==> src/rtl/divchain_pkg.sv <==
`timescale 1ns/1ps
package divchain_pkg;
  localparam int RF_W_DEF   = 14;
  localparam int REF_W_DEF  = 10;
  localparam int GAIN_W_DEF = 2;
  localparam int PRE_BITS_DEF = 3;
endpackage

==> src/rtl/divchain_ctrl.sv <==
`timescale 1ns/1ps
module divchain_ctrl #(
  parameter int RF_W   = divchain_pkg::RF_W_DEF,
  parameter int REF_W  = divchain_pkg::REF_W_DEF,
  parameter int GAIN_W = divchain_pkg::GAIN_W_DEF
) (
  input  logic              clk,
  input  logic              rst,
  input  logic              strobe,
  input  logic [RF_W-1:0]   rf_word,
  input  logic [REF_W-1:0]  ref_word,
  input  logic [GAIN_W-1:0] gain_code,
  output logic [RF_W-1:0]   rf_hold,
  output logic [REF_W-1:0]  ref_hold,
  output logic [GAIN_W-1:0] gain_q,
  output logic              cp_en
);
  logic [GAIN_W-1:0] gain_hold;
  logic              strobe_d;

  always_ff @(posedge clk) begin
    if (rst) begin
      rf_hold   <= '1;
      ref_hold  <= '1;
      gain_hold <= '1;
      gain_q    <= '1;
      cp_en     <= 1'b0;
      strobe_d  <= 1'b1;
    end else begin
      strobe_d <= strobe;
      cp_en    <= ~strobe;
      if (strobe) begin
        rf_hold   <= rf_word;
        ref_hold  <= ref_word;
        gain_hold <= gain_code;
      end
      if (!strobe && strobe_d) gain_q <= gain_hold;
    end
  end
endmodule

==> src/rtl/divchain_rf.sv <==
`timescale 1ns/1ps
module divchain_rf #(
  parameter int RF_W     = divchain_pkg::RF_W_DEF,
  parameter int PRE_BITS = divchain_pkg::PRE_BITS_DEF
) (
  input  logic            clk,
  input  logic            rst,
  input  logic            hold,
  input  logic [RF_W-1:0] word,
  output logic            hit
);
  localparam logic [PRE_BITS-1:0] PRE_TOP = '1;

  logic [PRE_BITS-1:0] pre;
  logic [RF_W-1:0]     ncnt;
  logic [RF_W-1:0]     last;

  assign last = (word == '0) ? '0 : word - 1'b1;
  assign hit  = (ncnt == last);

  always_ff @(posedge clk) begin
    if (rst || hold) begin
      pre  <= '0;
      ncnt <= '0;
    end else begin
      pre <= pre + 1'b1;
      if (pre == PRE_TOP) ncnt <= (ncnt >= last) ? '0 : ncnt + 1'b1;
    end
  end
endmodule

==> src/rtl/divchain_ref.sv <==
`timescale 1ns/1ps
module divchain_ref #(
  parameter int REF_W = divchain_pkg::REF_W_DEF
) (
  input  logic             clk,
  input  logic             rst,
  input  logic             hold,
  input  logic             ref_in,
  input  logic [REF_W-1:0] word,
  output logic             hit
);
  logic             ref_s, ref_d, tc;
  logic [REF_W-1:0] rcnt;
  logic [REF_W-1:0] last;
  logic             rise, at_last, tc_now;

  assign last    = (word == '0) ? '0 : word - 1'b1;
  assign rise    = ref_s & ~ref_d;
  assign at_last = (rcnt >= last);
  assign tc_now  = rise ? at_last : tc;
  assign hit     = ref_s & tc_now;

  always_ff @(posedge clk) begin
    if (rst) begin
      ref_s <= 1'b0;
      ref_d <= 1'b0;
    end else begin
      ref_s <= ref_in;
      ref_d <= ref_s;
    end
  end

  always_ff @(posedge clk) begin
    if (rst || hold) begin
      rcnt <= '0;
      tc   <= 1'b0;
    end else if (rise) begin
      tc   <= at_last;
      rcnt <= at_last ? '0 : rcnt + 1'b1;
    end
  end
endmodule

==> src/rtl/synth_divchain.sv <==
`timescale 1ns/1ps
module synth_divchain #(
  parameter int RF_W     = divchain_pkg::RF_W_DEF,
  parameter int REF_W    = divchain_pkg::REF_W_DEF,
  parameter int GAIN_W   = divchain_pkg::GAIN_W_DEF,
  parameter int PRE_BITS = divchain_pkg::PRE_BITS_DEF
) (
  input  logic              clk,
  input  logic              rst,
  input  logic              strobe,
  input  logic [RF_W-1:0]   rf_word,
  input  logic [REF_W-1:0]  ref_word,
  input  logic [GAIN_W-1:0] gain_code,
  input  logic              out_en,
  input  logic              dir,
  input  logic              ref_in,
  output logic              out_a,
  output logic              out_b,
  output logic              cp_en,
  output logic [GAIN_W-1:0] gain_q
);
  logic [RF_W-1:0]  rf_hold;
  logic [REF_W-1:0] ref_hold;
  logic             rf_hit, ref_hit, live;

  divchain_ctrl #(.RF_W(RF_W), .REF_W(REF_W), .GAIN_W(GAIN_W)) i_ctrl (
    .clk(clk), .rst(rst), .strobe(strobe), .rf_word(rf_word),
    .ref_word(ref_word), .gain_code(gain_code), .rf_hold(rf_hold),
    .ref_hold(ref_hold), .gain_q(gain_q), .cp_en(cp_en)
  );

  divchain_rf #(.RF_W(RF_W), .PRE_BITS(PRE_BITS)) i_rf (
    .clk(clk), .rst(rst), .hold(strobe), .word(rf_hold), .hit(rf_hit)
  );

  divchain_ref #(.REF_W(REF_W)) i_ref (
    .clk(clk), .rst(rst), .hold(strobe), .ref_in(ref_in),
    .word(ref_hold), .hit(ref_hit)
  );

  assign live = out_en & ~strobe;

  always_ff @(posedge clk) begin
    if (rst) begin
      out_a <= 1'b0;
      out_b <= 1'b0;
    end else begin
      out_a <= live & (dir ? rf_hit : ref_hit);
      out_b <= live & (dir ? ref_hit : rf_hit);
    end
  end
endmodule

==> config.mk <==
export PLATFORM = sky130hd
export DESIGN_NAME = synth_divchain
export DESIGN_NICKNAME = d
export VERILOG_FILES = /design/src/rtl/divchain_pkg.sv /design/src/rtl/divchain_ctrl.sv /design/src/rtl/divchain_rf.sv /design/src/rtl/divchain_ref.sv /design/src/rtl/synth_divchain.sv
export SDC_FILE = /design/constraint.sdc
export NUM_CORES = 1
export LEC_CHECK = 0
export CAP_MARGIN = 0
export CORE_ASPECT_RATIO = 1.25
export CORE_MARGIN = 3
export CORE_UTILIZATION = 35
export DETAILED_ROUTE_END_ITERATION = 10
export DONT_BUFFER_PORTS = 1
export GPL_ROUTABILITY_DRIVEN = 0
export HOLD_SLACK_MARGIN = 0.02
export PLACE_DENSITY_LB_ADDON = 0.12
export SYNTH_ARGS = -nofsm -noshare
export SYNTH_HDL_FRONTEND = slang
export SYNTH_SLANG_ARGS = --single-unit
==> constraint.sdc <==
create_clock -name clk -period 2.66 [get_ports clk]
set_input_delay 0.798 -clock clk [delete_from_list [all_inputs] [get_ports clk]]
set_output_delay 0.798 -clock clk [all_outputs]
set_load 0.01 [all_outputs]
==> results.yml, run 1 <==
clock_network:
  clk_path_buf_depth: 2
  cts_root_buf: "clkbuf_16"
  path_clk_slew_ns: 0.05
  postCtsHoldBufs: 0
  cts.sinks: 62
  numCtsBuffers: 9
  htreeDepth: 3
  tritoncts: "done"
  clk_latency_ns: 0.32
timing:
  timing.hold.ws_ns: 0.422
  worst-slew-pin-transition_ns: 0.476
  setup-violations-final: 14
  period_needed_ns: 2.93
  hold_viol_final: 0
  slew_violations: 0
  rsz0062_at_grt: "yes"
  fin_crit_sh_pct: 110
  fin_skew_ns: 0.00533
  fmax_ghz: 0.342
  maxSlewHeadroom_pct: 68.2
  fin_ws_ns: -0.266
critical_path:
  worstPathArrival_ns: 3.13
  critical_path.max_stage_delay_ns: 0.56
  cpLargestDelayFamily: "simple AND/OR/NAND/NOR gates"
  cp_num_cells: 11
  cp_max_fo: 13
  rr_worst_depth: 11
  crit_top_cell: "or4_4"
  crit_path_end_kind: "flip-flop"
  crit_type: "reg -> reg"
  cp.required_ns: 2.86
  slowest_stage: "or4_4"
  crit_buf_inv: 1
  path_cells: "or4_4 > nor2_2 > nand2_1 > mux2_4 > ha_4 > nand4_1 > or4_4 > nor3b_4 > a31oi_4 > buf_12 > nor3_1"
  start_kind: "flip-flop"
yosys:
  ys_warn_count: 0
  synth_nets: 457
  synth_flop_cell: "dfxtp_1"
  netlist_instances: 394
  yosys-top-cells-area: "dfxtp_1, ha_1, mux2i_1"
  synth.yosys.seq_area_share_pct: 36.4
  synth.most_common_cell: "nand2_1"
  syn-cell-area_um2: 3410
  async_reset_ff_share_pct: 0
  avgSynthCellArea_um2: 8.65
  synth_area_leader_cell: "dfxtp_1"
  synth_cell_types: 44
  synth.top_cell.area_share_pct: 36.4
  synth-seq-cells: 62
  synth_enable_flop_cells: 0
  synth_common_cells: "nand2_1, dfxtp_1, ha_1, nor3_1, mux2i_1"
layout:
  layout.nets: 502
  drive_gt1_share_pct: 20.7
  area_growth_pct: 26.7
  multi_input_area_um2: 2200
  fin_cells: 567
  antenna_cells: 0
  sequential_cell_area_um2: 1240
  fillers: 911
floorplan:
  num_io_pins: 37
  initial_core_util_pct: 36.6
  core_area_um2: 9320
  rows: 39
  dieHeight_um: 116
  dieArea_um2: 11000
  die_width_um: 94.2
detailed_routing:
  post_drt_via_cell_ratio: 5.03
  wl_um: 8270
  firstDrtPassIters: 4
  antenna_left: 0
  drc: 0
  num_vias: 2853
  first_iter_violations: 82
  avgRoutedWirePerCell_um: 14.6
global_routing:
  grt_antenna_before_repair: 0
  grt_overflow_total: 0
  grt_max_degree: 34
  grt_use_total_pct: 16.1
  grt_pass1_vias: 2860
  grt_first_pass_wirelength_um: 13700
placed_design:
  post-place-ws_ns: -0.311
  numPortBuffers: 0
  dp.cells: 546
  hpwlAfterDp_um: 6250
power:
  leakagePower_nw: 1.85
  p_total_mw: 2.40
  vdd_drop_max_mv: 0.372
  powerDensity_nw_per_um2: 557
job:
  drv_cap: 0
status:
  violations: "setup timing"
  outcome: "finished, violations left"
min_path:
  hold_path_depth: 1
  min_path_type: "reg -> reg"
==> worst paths after layout <==
kind,from,endpoint,slack (ns)
worst min register to register,i_rf.pre[0],i_rf.pre[0],0.42
worst max-delay path,i_ctrl.rf_hold[9],i_rf.ncnt[4],-0.27
worst max register to register,i_ctrl.rf_hold[9],i_rf.ncnt[4],-0.27
worst min-delay path,i_rf.pre[0],i_rf.pre[0],0.42
==> stage by stage <==
stage                     setup TNS (ns)  utilization, %  cell area [um^2]
final                              -3.37            46.3              4320
after global routing               -5.52            46.3              4320
after CTS                          -3.35            45.7              4260
after detailed placement           -4.06            41.2              3840
after global placement             -3.54            41.2              3840
after floorplan                    -2.33               -              3430
==> what timing repair did <==
item	in CTS	in global routing
pin swaps	6	4
gates resized for setup	13	11
setup buffers	4	1
endpoints found under the setup margin	20	26
==> per-layer routing <==
metal	vias up	part of all wire [%]	global-route usage (%)
met4	0	2.2	7.13
met1	1341	41	17.6
met5	-	0	0
li1	1471	-	-
met2	30	53	28.8
met3	11	3.6	4.64
==> state kept, by name, indices dropped and copies added, names as in the netlist <==
| name | cells |
|---|---|
| i_ctrl.cp_en | 1 |
| i_ctrl.gain_hold | 2 |
| i_ctrl.gain_q | 2 |
| i_ctrl.ref_hold | 10 |
| i_ctrl.rf_hold | 14 |
| i_ctrl.strobe_d | 1 |
| i_ref.rcnt | 10 |
| i_ref.ref_d | 1 |
| i_ref.ref_s | 1 |
| i_ref.tc | 1 |
| i_rf.ncnt | 14 |
| i_rf.pre | 3 |
| out_a | 1 |
| out_b | 1 |
==> final cells by class <==
type                       count  area share [%]
sequential                    62            28.8
clock buffer                  13            6.49
tap                          123            3.57
timing repair buffer          44            8.03
inverter                      14            1.22
multi-input combinational    308            50.9
clock inverter                 3           0.928
==> cell families after synthesis <==
family | Yosys count | share of synthesized area (%)
AND/OR/NAND/NOR | 177 | 25.2
adder cells (fa/ha/maj) | 31 | 11.4
flip-flops | 62 | 36.4
multiplexers | 27 | 7.97
buffers and inverters | 24 | 2.97
XOR/XNOR | 30 | 7.71
AO/OA/AOI/OAI | 43 | 8.30
==> report_power, final <==
| group | internal, mW | switching [mW] |
|---|---|---|
| clock | 0.824 | 0.412 |
| sequential | 0.961 | 0.0246 |
| combinational | 0.0911 | 0.0919 |
| total | 1.88 | 0.529 |
==> cell usage in the layout, fill, tap and decap left out, drive strengths merged, types with 2 or more instances in the layout <==
cell and n:
ha 31, mux2i 26, or4 2, nor3b 3
a21oi 19, xnor2 13, a211oi 2, clkbuf 13
nor4 4, dfxtp 62, and3 2, o211ai 6
a31oi 3, nor2 22, nand2 69, nand4 12
or3 2, xor2 17, o2bb2ai 2, and2 4
nand2b 6, o21ai 5, clkinv 3, nand3 11
nor3 31, nor2b 6, buf 44, inv 13
Power figures use the tool's default switching activity.
==> run 2: changes to the inputs <==
--- a/config.mk
+++ b/config.mk
@@ -17,3 +17,4 @@
 export SYNTH_ARGS = -nofsm -noshare
 export SYNTH_HDL_FRONTEND = slang
 export SYNTH_SLANG_ARGS = --single-unit
+export TNS_END_PERCENT = 30
==> results.yml, run 2 (synthesis results as in run 1) <==
layout:
  fin_cells: 560
  area_growth_pct: 25.3
  drive_gt1_share_pct: 18.1
  fillers: 944
  postLayoutCoreUtil_pct: 45.8
  final_cell_mix: "nand2_1, dfxtp_1, buf_4"
  largest_registers: "i_ctrl.rf_hold (14), i_rf.ncnt (14)"
  layout.nets: 495
  mostFrequentLayoutCell: "nand2_1"
  antenna_cells: 0
  design_area_um2: 4270
critical_path:
  crit_path_end_kind: "flip-flop"
  start_kind: "flip-flop"
  cp_max_fo: 13
  cp.required_ns: 2.86
  path_cells: "or4_4 > nor2_2 > nand2_1 > mux2_4 > ha_4 > nand4_1 > or4_4 > nor3b_4 > a31oi_4 > buf_12 > nor3_1"
  slowest_stage: "or4_4"
  crit_top_cell: "or4_4"
  critical_path.max_stage_delay_ns: 0.56
  worstPathArrival_ns: 3.11
  crit_type: "reg -> reg"
power:
  pwr-share-clk_pct: 54.4
  vdd_drop_max_mv: 0.309
  pwr-share-comb_pct: 7.0
  leakagePower_nw: 1.81
  p_total_mw: 2.55
  power.switching_mw: 0.535
  swShare_pct: 21.0
  p_seq_share_pct: 38.7
  p_int_mw: 2.01
  powerDensity_nw_per_um2: 597
clock_network:
  tritoncts: "done"
  clk_path_buf_depth: 2
  numCtsBuffers: 9
  htreeDepth: 3
  postCtsHoldBufs: 0
  clk_latency_ns: 0.33
  cts.sinks: 62
  cts_root_buf: "clkbuf_16"
  path_clk_slew_ns: 0.05
floorplan:
  core_area_um2: 9320
  num_io_pins: 37
  rows: 39
  initial_core_util_pct: 36.6
  dieArea_um2: 11000
  dieHeight_um: 116
  die_width_um: 94.2
timing:
  fin_crit_sh_pct: 109
  worst-slew-pin-transition_ns: 0.471
  slew_violations: 0
  fin_skew_ns: 0.00517
  timing.hold.ws_ns: 0.420
  hold_viol_final: 0
  fmax_ghz: 0.343
  setup-violations-final: 14
  rsz0062_at_grt: "yes"
  fin_ws_ns: -0.251
  tns_ns: -3.12
  maxSlewHeadroom_pct: 68.6
  period_needed_ns: 2.91
global_routing:
  grt_first_pass_wirelength_um: 13300
  grt_overflow_total: 0
  grt_max_degree: 34
  grt_use_total_pct: 15.7
  grt_antenna_before_repair: 0
  grt_pass1_vias: 2762
detailed_routing:
  avgRoutedWirePerCell_um: 13.8
  post_drt_via_cell_ratio: 4.95
  num_vias: 2772
  top_layer_used: "met4"
  antenna_left: 0
  drc: 0
  wl_met1_um: 3180
  first_iter_violations: 63
  dr_wl_met3_um: 284
  wl_um: 7760
  met2_length_um: 4140
  firstDrtPassIters: 4
placed_design:
  post_dp_cell_area_um2: 3810
  post-place-ws_ns: -0.301
  numPortBuffers: 0
  hpwlAfterDp_um: 5970
  dp.cells: 543
min_path:
  min_path_type: "reg -> reg"
status:
  violations: "setup timing"
  outcome: "finished, violations left"
job:
  drv_cap: 0
-- run 2: cell types whose count changed in the layout (fill, tap and decap cells not counted), sizes merged --
cell,change
buf,-7
bufinv,+2
clkbuf,-2
clkinv,-2
clkinvlp,+2
-- run 2: path summary, 6_finish.rpt --
check	from	end	slack, ns	cells after the start
hold / removal	i_rf.pre[0]	i_rf.pre[0]	0.42	1
hold reg to reg	i_rf.pre[0]	i_rf.pre[0]	0.42	1
setup reg to reg	i_ctrl.rf_hold[9]	i_rf.ncnt[4]	-0.25	11
setup / recovery	i_ctrl.rf_hold[9]	i_rf.ncnt[4]	-0.25	11
-- run 2: area by class of cell --
type	count	area (um^2)	share of cell area, %
sequential	62	1240	29.1
inverter	14	52.6	1.23
tap	123	154	3.60
timing repair buffer	37	290	6.80
clock buffer	11	253	5.92
clock inverter	5	105	2.46
multi-input combinational	308	2170	50.8
-- run 2: critical path: cells and delay by family (launching register included) --
kind / cells / cell delay (ns)
buffers and inverters: 1 / 0.15
adder cells (fa/ha/maj): 1 / 0.26
AO/OA/AOI/OAI: 1 / 0.15
multiplexers: 1 / 0.28
AND/OR/NAND/NOR: 7 / 1.62
flip-flops: 1 / 0.31
-- run 2: what timing repair did --
action                     CTS  global route
gates resized for setup      9             9
buffers inserted             0             1
setup endpoints to repair   14            27
pin swaps                    1             4
-- run 2: routing by layer --
metal | vias up | track usage (%)
met5 | - | 0
met4 | 0 | 6.36
met3 | 11 | 4.45
met2 | 23 | 27.4
met1 | 1269 | 17.9
li1 | 1469 | -
-- run 2: power by group through the flow --
| stage | Clock (mW) | Sequential [mW] | Combinational, mW |
|---|---|---|---|
| 5_1_grt | 1.46 | 0.989 | 0.205 |
| 2_1_floorplan | 0 | 1.01 | 0.116 |
| 3_5_place_dp | 0 | 1.00 | 0.177 |
| 4_1_cts | 1.42 | 0.984 | 0.179 |
| 6_report | 1.39 | 0.986 | 0.177 |
| 3_3_place_gp | 0 | 1.00 | 0.175 |
